**src/rtl/csm_pkg.sv**
```systemverilog
package csm_pkg;
    localparam int CS_NUM_W = 4;

    typedef logic [CS_NUM_W-1:0] cs_num_t;

    // Marker for an unused retired/spare slot number
    localparam cs_num_t CS_NONE = '1;

    typedef struct packed {
        logic    valid;
        logic    hit;
        cs_num_t match_idx;
        cs_num_t final_idx;
        logic    remapped;
        logic    spare_err;
    } csm_result_t;
endpackage

```
**src/rtl/csm_bank_compare.sv**
```systemverilog
module csm_bank_compare #(
    parameter int NUM_CS = 8,
    parameter int ADDR_W = 32
) (
    input  logic [ADDR_W-1:0]        addr,
    input  logic [NUM_CS*ADDR_W-1:0] base_flat,
    input  logic [NUM_CS*ADDR_W-1:0] mask_flat,
    input  logic [NUM_CS-1:0]        enable,
    output logic [NUM_CS-1:0]        respond
);
    // One masked comparator per slot
    for (genvar g = 0; g < NUM_CS; g++) begin : g_slot
        logic [ADDR_W-1:0] diff;
        always_comb begin
            diff       = (addr ^ base_flat[g*ADDR_W +: ADDR_W]) & ~mask_flat[g*ADDR_W +: ADDR_W];
            respond[g] = enable[g] && (diff == '0);
        end
    end
endmodule

```
**src/rtl/csm_first_hit.sv**
```systemverilog
module csm_first_hit
    import csm_pkg::*;
#(
    parameter int NUM_CS = 8
) (
    input  logic [NUM_CS-1:0] req,
    output logic              found,
    output cs_num_t           idx
);
    // Scan from the top down so the lowest set bit is written last
    always_comb begin
        found = |req;
        idx   = '0;
        for (int i = NUM_CS - 1; i >= 0; i--) begin
            if (req[i]) idx = cs_num_t'(i);
        end
    end
endmodule

```
**src/rtl/csm_spare_route.sv**
```systemverilog
module csm_spare_route
    import csm_pkg::*;
#(
    parameter int NUM_CS = 8
) (
    input  logic    found,
    input  cs_num_t match_idx,
    input  cs_num_t retired_cs,
    input  cs_num_t spare_cs,
    output cs_num_t final_idx,
    output logic    remapped,
    output logic    spare_err
);
    localparam int CMP_W = CS_NUM_W + 1;

    logic both_unused;
    logic redirect;
    logic spare_present;

    always_comb begin
        both_unused   = (retired_cs == CS_NONE) && (spare_cs == CS_NONE);
        redirect      = found && !both_unused && (match_idx == retired_cs);
        spare_present = ({1'b0, spare_cs} < CMP_W'(NUM_CS));
        remapped      = redirect && spare_present;
        spare_err     = redirect && !spare_present;
        final_idx     = remapped ? spare_cs : match_idx;
    end
endmodule

```
**src/rtl/cs_matcher.sv**
```systemverilog
module cs_matcher
    import csm_pkg::*;
#(
    parameter int NUM_CS = 8,
    parameter int ADDR_W = 32
) (
    input  logic                     clk,
    input  logic                     rst_n,
    input  logic                     lookup_valid,
    input  logic [ADDR_W-1:0]        lookup_addr,
    input  logic [NUM_CS*ADDR_W-1:0] cs_base_flat,
    input  logic [NUM_CS*ADDR_W-1:0] cs_mask_flat,
    input  logic [NUM_CS-1:0]        cs_enable,
    input  logic [3:0]               retired_cs,
    input  logic [3:0]               spare_cs,
    output logic                     res_valid,
    output logic                     res_hit,
    output logic [3:0]               res_match_idx,
    output logic [3:0]               res_final_idx,
    output logic                     res_remapped,
    output logic                     res_spare_err
);
    // The marker value must not be a real slot number
    if (NUM_CS < 1 || NUM_CS > (1 << CS_NUM_W) - 1) begin : g_bad_num_cs
        initial $error("NUM_CS out of range");
    end

    logic [NUM_CS-1:0] respond;
    logic              found;
    cs_num_t           match_idx;
    cs_num_t           final_idx;
    logic              remapped;
    logic              spare_err;

    csm_result_t res_d, res_q;

    csm_bank_compare #(.NUM_CS(NUM_CS), .ADDR_W(ADDR_W)) i_compare (
        .addr      (lookup_addr),
        .base_flat (cs_base_flat),
        .mask_flat (cs_mask_flat),
        .enable    (cs_enable),
        .respond   (respond)
    );

    csm_first_hit #(.NUM_CS(NUM_CS)) i_first (
        .req   (respond),
        .found (found),
        .idx   (match_idx)
    );

    csm_spare_route #(.NUM_CS(NUM_CS)) i_route (
        .found      (found),
        .match_idx  (match_idx),
        .retired_cs (retired_cs),
        .spare_cs   (spare_cs),
        .final_idx  (final_idx),
        .remapped   (remapped),
        .spare_err  (spare_err)
    );

    always_comb begin
        res_d       = res_q;
        res_d.valid = 1'b0;
        if (lookup_valid) begin
            res_d.valid     = 1'b1;
            res_d.hit       = found;
            res_d.match_idx = match_idx;
            res_d.final_idx = final_idx;
            res_d.remapped  = remapped;
            res_d.spare_err = spare_err;
        end
    end

    always_ff @(posedge clk or negedge rst_n) begin
        if (!rst_n) res_q <= '0;
        else        res_q <= res_d;
    end

    assign res_valid     = res_q.valid;
    assign res_hit       = res_q.hit;
    assign res_match_idx = res_q.match_idx;
    assign res_final_idx = res_q.final_idx;
    assign res_remapped  = res_q.remapped;
    assign res_spare_err = res_q.spare_err;
endmodule

```
**config.mk**
```make
export PLATFORM = sky130hd
export DESIGN_NAME = cs_matcher
export DESIGN_NICKNAME = d
export VERILOG_FILES = /design/src/rtl/csm_pkg.sv /design/src/rtl/csm_bank_compare.sv /design/src/rtl/csm_first_hit.sv /design/src/rtl/csm_spare_route.sv /design/src/rtl/cs_matcher.sv
export SDC_FILE = /design/constraint.sdc
export NUM_CORES = 1
export LEC_CHECK = 0
export CAP_MARGIN = 0
export CORE_AREA = 5 5 223 225
export DETAILED_ROUTE_END_ITERATION = 10
export DIE_AREA = 0 0 228 230
export PLACE_DENSITY_LB_ADDON = 0.12
export SYNTH_ARGS = -nofsm -noshare
export SYNTH_HDL_FRONTEND = slang
export SYNTH_SLANG_ARGS = --single-unit
```
**constraint.sdc**
```tcl
create_clock -name clk -period 1.03 [get_ports clk]
set_clock_uncertainty 0.15 [all_clocks]
set_input_delay 0.1545 -clock clk [delete_from_list [all_inputs] [get_ports clk]]
set_output_delay 0.1545 -clock clk [all_outputs]
set_load 0.05 [all_outputs]
```
# [Word level (Yosys, flattened, before mapping)]
# Cells that the tools add are included.
[totals] reg_bits=12 elab_cells=68 inputBits=563 output_inout_bits=12
[classes] n_reduce_logical=24 n_eq_ne=3 n_lt_le_gt_ge=1 n_bitwise=24 mux=10
[op_table] operator="$and 32x32->32" count=8
[op_table] operator="$logic_not 32->1" count=8
[op_table] operator="$not 32->32" count=8
[op_table] operator="$xor 32x32->32" count=8
[op_table] operator="$mux 3" count=8
[op_table] operator="$logic_and 1x1->1" count=13
[op_table] operator="$mux 12" count=1
[op_table] operator="$eq 4x4->1 const B" count=2
[op_table] operator="$reduce_or 8->1" count=1
[op_table] operator="$eq 3x4->1" count=1
[op_table] operator="$lt 4x4->1 const B" count=1
[op_table] operator="$mux 4" count=1
[op_table] operator="$logic_not 1->1" count=2

# [Logic depth before layout (Yosys ltp)]
[depth] ltp_word=17 ltp_mapped=11 ltp_nobuf=10

# [Modules after synthesis]
# From an unflattened synthesis, not the netlist that was laid out.
[unflattened] hier_cells=554 hier_area_um2=4393.0
[modules_own_cells] module="csm_bank_compare" area_per_inst_um2=3702.3 n_inst=1 cells_per_inst=501 seq_area_each_um2=0.0
[modules_own_cells] module="cs_matcher" area_per_inst_um2=473.0 n_inst=1 cells_per_inst=24 seq_area_each_um2=300.3
[modules_own_cells] module="csm_spare_route" area_per_inst_um2=125.1 n_inst=1 cells_per_inst=14 seq_area_each_um2=0.0
[modules_own_cells] module="csm_first_hit" area_per_inst_um2=92.6 n_inst=1 cells_per_inst=15 seq_area_each_um2=0.0

# [Worst setup path after synthesis]
# No wires, ideal clock.
[synth_path] path_kind="input to register" from="in lookup_addr[4]" to="reg res_q (netlist bit res_final_idx[1])" t_required_ns=0.749 path_buffers=1 setup_time_ns=0.131 path_stages=11 t_arrival_ns=2.454 path_slack_ns=-1.706 path_cell_list="buf_6 > xnor2_1 > o22ai_1 > nor4_1 > and4_1 > nand2_1 > a31o_1 > a221oi_4 > xnor2_1 > o41a_1 > or3_1"
[synth_via] elab_chain_len=16 elab_cells_between_ends=46 cone_classes="1 x eq/ne; 9 x mux; 16 x bitwise; 20 x reduce/logical"
[synth_rtl] element="start, declared" line="cs_matcher.sv:10" rtl="input logic [ADDR_W-1:0] lookup_addr,"
[synth_rtl] element="$xor 32x32->32" line="csm_bank_compare.sv:15" rtl="diff = (addr ^ base_flat[g*ADDR_W +: ADDR_W]) & ~mask_flat[g*ADDR_W +: ADDR_W];"
[synth_rtl] element="$and 32x32->32" line="csm_bank_compare.sv:15"
[synth_rtl] element="$logic_not 32->1" line="csm_bank_compare.sv:16" rtl="respond[g] = enable[g] && (diff == '0);"
[synth_rtl] element="$logic_and 1x1->1" line="csm_bank_compare.sv:16"
[synth_rtl] element="$mux 3 (8 in a row)" line="csm_first_hit.sv:15" rtl="if (req[i]) idx = cs_num_t'(i);"
[synth_rtl] element="$eq 3x4->1" line="csm_spare_route.sv:22" rtl="redirect = found && !both_unused && (match_idx == retired_cs);"
[synth_rtl] element="$logic_and 1x1->1" line="csm_spare_route.sv:22"
[synth_rtl] element="$logic_and 1x1->1" line="csm_spare_route.sv:24" rtl="remapped = redirect && spare_present;"
[synth_rtl] element="$mux 4 *" line="csm_spare_route.sv:26" rtl="final_idx = remapped ? spare_cs : match_idx;"
[synth_rtl] element="end signal, assigned" line="cs_matcher.sv:76" rtl="else res_q <= res_d;"
[synth_rtl] element="end, declared" line="cs_matcher.sv:35" rtl="csm_result_t res_d, res_q;"
# Mark *: on every way between the ends. The rest lies on a longest branch, timed or not.
# A chain may end at the register's enable or synchronous reset.

# [Final worst setup path]
[layout_path] from="in lookup_addr[8]" to="reg res_q (netlist bit res_final_idx[1])"
# The elaborated chain is that of the path after synthesis.

==> reports/results.ini <==
[outcome]
status=finished, violations left
violations=negative setup slack

[placement]
place_inst=2191
finalWeightedCongestion=0.8956
dp_hpwl_um=55530
io_buffers=573
placed_cell_area_um2=15120

[final_layout]
drive_above_1_share_pct=48.06
nets=2237
instances_no_fill=2302
num-fill-cells=4698
area_growth_pct=250.2
register_area_um2=276.5
multi_input_area_um2=8443
fin_area_um2=19410
fin_util_pct=41.00

[logic_synthesis]
syn_area_per_cell_um2=7.626
syn_inst=727
yosys_warnings=0
synth_top_area_share_pct=39.02
synthTopCellsByArea=xnor2_1, o22ai_1, nor4_1
synth_area_um2=5544
synthArstFlopShare_pct=100.0
synth_common_cells=xnor2_1, o22ai_1, nor4_1, o21ai_0, nor2_1
synth_top_cell_by_area=xnor2_1
synth-edff-count=0
yosysMostFrequentCell=xnor2_1
yosysUniqueCellTypes=42
syn-num-nets=1290
synth_flop_cell=dfrtp_1
synth-seq-cells=11
synth_seq_area_share_pct=4.965

[cts]
clock-root-buffer=clkbuf_16
cts_sinks=11
cts_tree=built
h-tree-depth=1
cts_buffer_depth=2
holdBufCountCts=0
numCtsBuffers=3
insertion_delay_ps=240
clk_pin_slew_ps=50

[grt]
antenna_found_initial=25
gr-total-overflow=0
grtUsageTotal_pct=22.73
grt_pass1_vias=11400
grt_pass1_wl_um=85310
grt_max_degree=12

[timing]
setup_viol=20
hold_viol_final=0
finalCritPeriodShare_pct=287.8
relSlewSlack_pct=64.93
setup_slack_ps=-1934
maxSlewViolCount=0
finalSetupTns_ps=-15030
tightest_slew_ps=523.8
rsz0062_at_grt=true
max_freq_mhz=337.4
period_needed_ps=2964

[drt]
drcViolationCount=0
drtAntennaViolNets=0
drt-total-wl_um=63670
drt_iter0_drc=460
wl_per_cell_um=27.66
vias=10210
routed_via_density=4.433
drtPass1Iterations=5

[worst_setup_path]
cp_max_fo=6
critical_path_class=input pin to flop
crit_path_end_kind=flop
worstPathArrival_ps=2930
crit_required_ps=1000
start_kind=input pin

[die]
fp.dieW_um=228
die_area_um2=52440
core_region_area_um2=47350
io_pins=575
rows=80
start_util_pct=11.71
dieHeight_um=230

[pwr]
leakagePower_nw=8.075
max-vdd-ir-drop_uv=526.5
p_per_area_nw_per_um2=556.4

[min_path]
hold_class=input pin to async pin

[run]
cap_violations=0

-- state kept, by name, summed over array words and instances, names as in the netlist --
signal         flops
res_final_idx      4
res_match_idx      3
res_hit            1
res_remapped       1
res_spare_err      1
res_valid          1
-- worst max-delay path: stages --
cell	delay [ps]
buf_6	90
buf_12	140
buf_8	120
xnor2_4	180
o22ai_4	100
nor4_2	300
and4_4	300
nand2_4	60
a31o_4	260
a221oi_4	340
xnor2_2	130
o41a_1	380
or3_1	370
-- logic make-up after synthesis --
family,Yosys count,synth area share [%]
flip-flops,11,4.965
XOR/XNOR,257,42.16
AND/OR/NAND/NOR,133,13.29
multiplexers,1,0.2031
other,1,0.06764
buffers and inverters,41,6.139
AO/OA/AOI/OAI,283,33.18
-- path summary, 6_finish.rpt --
kind / start / endpoint / slack (ps) / cells past startpoint
max reg2reg: res_final_idx[1]$_DFFE_PN0P_ / res_final_idx[1]$_DFFE_PN0P_ / -90 / 2
max: lookup_addr[8] / res_final_idx[1]$_DFFE_PN0P_ / -1930 / 13
max in group asynchronous: rst_n / res_final_idx[2]$_DFFE_PN0P_ / 490 / 2
min: rst_n / res_final_idx[3]$_DFFE_PN0P_ / 110 / 2
min in group clk: lookup_valid / res_valid$_DFF_PN0_ / 350 / 3
min reg2reg: res_final_idx[3]$_DFFE_PN0P_ / res_final_idx[3]$_DFFE_PN0P_ / 410 / 1
-- cell type report --
type                    count  share of cell area [%]
clock buffers               4                  0.4060
multi-input cells         675                   43.49
inverters                   7                  0.1353
flip-flops and latches     11                   1.424
well taps                 615                   3.964
diodes                     14                  0.1805
repair buffers            976                   50.40
-- timing repair --
action | 4_1_cts | 5_1_grt
setup buffers | 72 | 37
pin swaps | 175 | 142
hold endpoints to repair | 0 | 0
resized for setup | 559 | 247
setup endpoints to repair | 21 | 20
-- where the power goes --
group / total, mW / internal [mW] / switching [mW]
registers: 0.448 / 0.441 / 0.00748
clock network: 0.729 / 0.522 / 0.208
logic: 9.62 / 5.72 / 3.91
total: 10.8 / 6.68 / 4.12
-- per-stage QoR --
step                      power (mW)  setup slack (ps)  hold slack, ps
final                          10.80             -1934           109.6
after global placement         7.920             -2958           353.4
after detailed placement       7.910             -2936           345.2
after global routing           11.29             -2046           104.3
after CTS                      10.01             -1930           105.5
after floorplan                2.975             -1639          -291.1
-- routing by layer --
metal | share of wire (%) | global-route usage, % | vias to the layer above
met5 | 0.25 | 0 | -
met4 | 2.1 | 3.479 | 26
met3 | 6.9 | 5.514 | 82
met2 | 50 | 41.04 | 416
met1 | 41 | 28.01 | 4894
li1 | - | - | 4787
-- placed cells by master, fill, tap and decap left out, types with 17 or more instances in the layout --
cell type / count
buf_6: 49
xnor2_2: 95
xnor2_4: 93
nor2_1: 17
nor4_2: 32
o22ai_1: 133
xnor2_1: 69
dlymetal6s2s_1: 60
buf_4: 294
clkdlybuf4s50_1: 365
buf_2: 17
o22ai_2: 70
dlygate4sd2_1: 100
buf_12: 70
No activity file was read; power rests on OpenSTA's default activity.
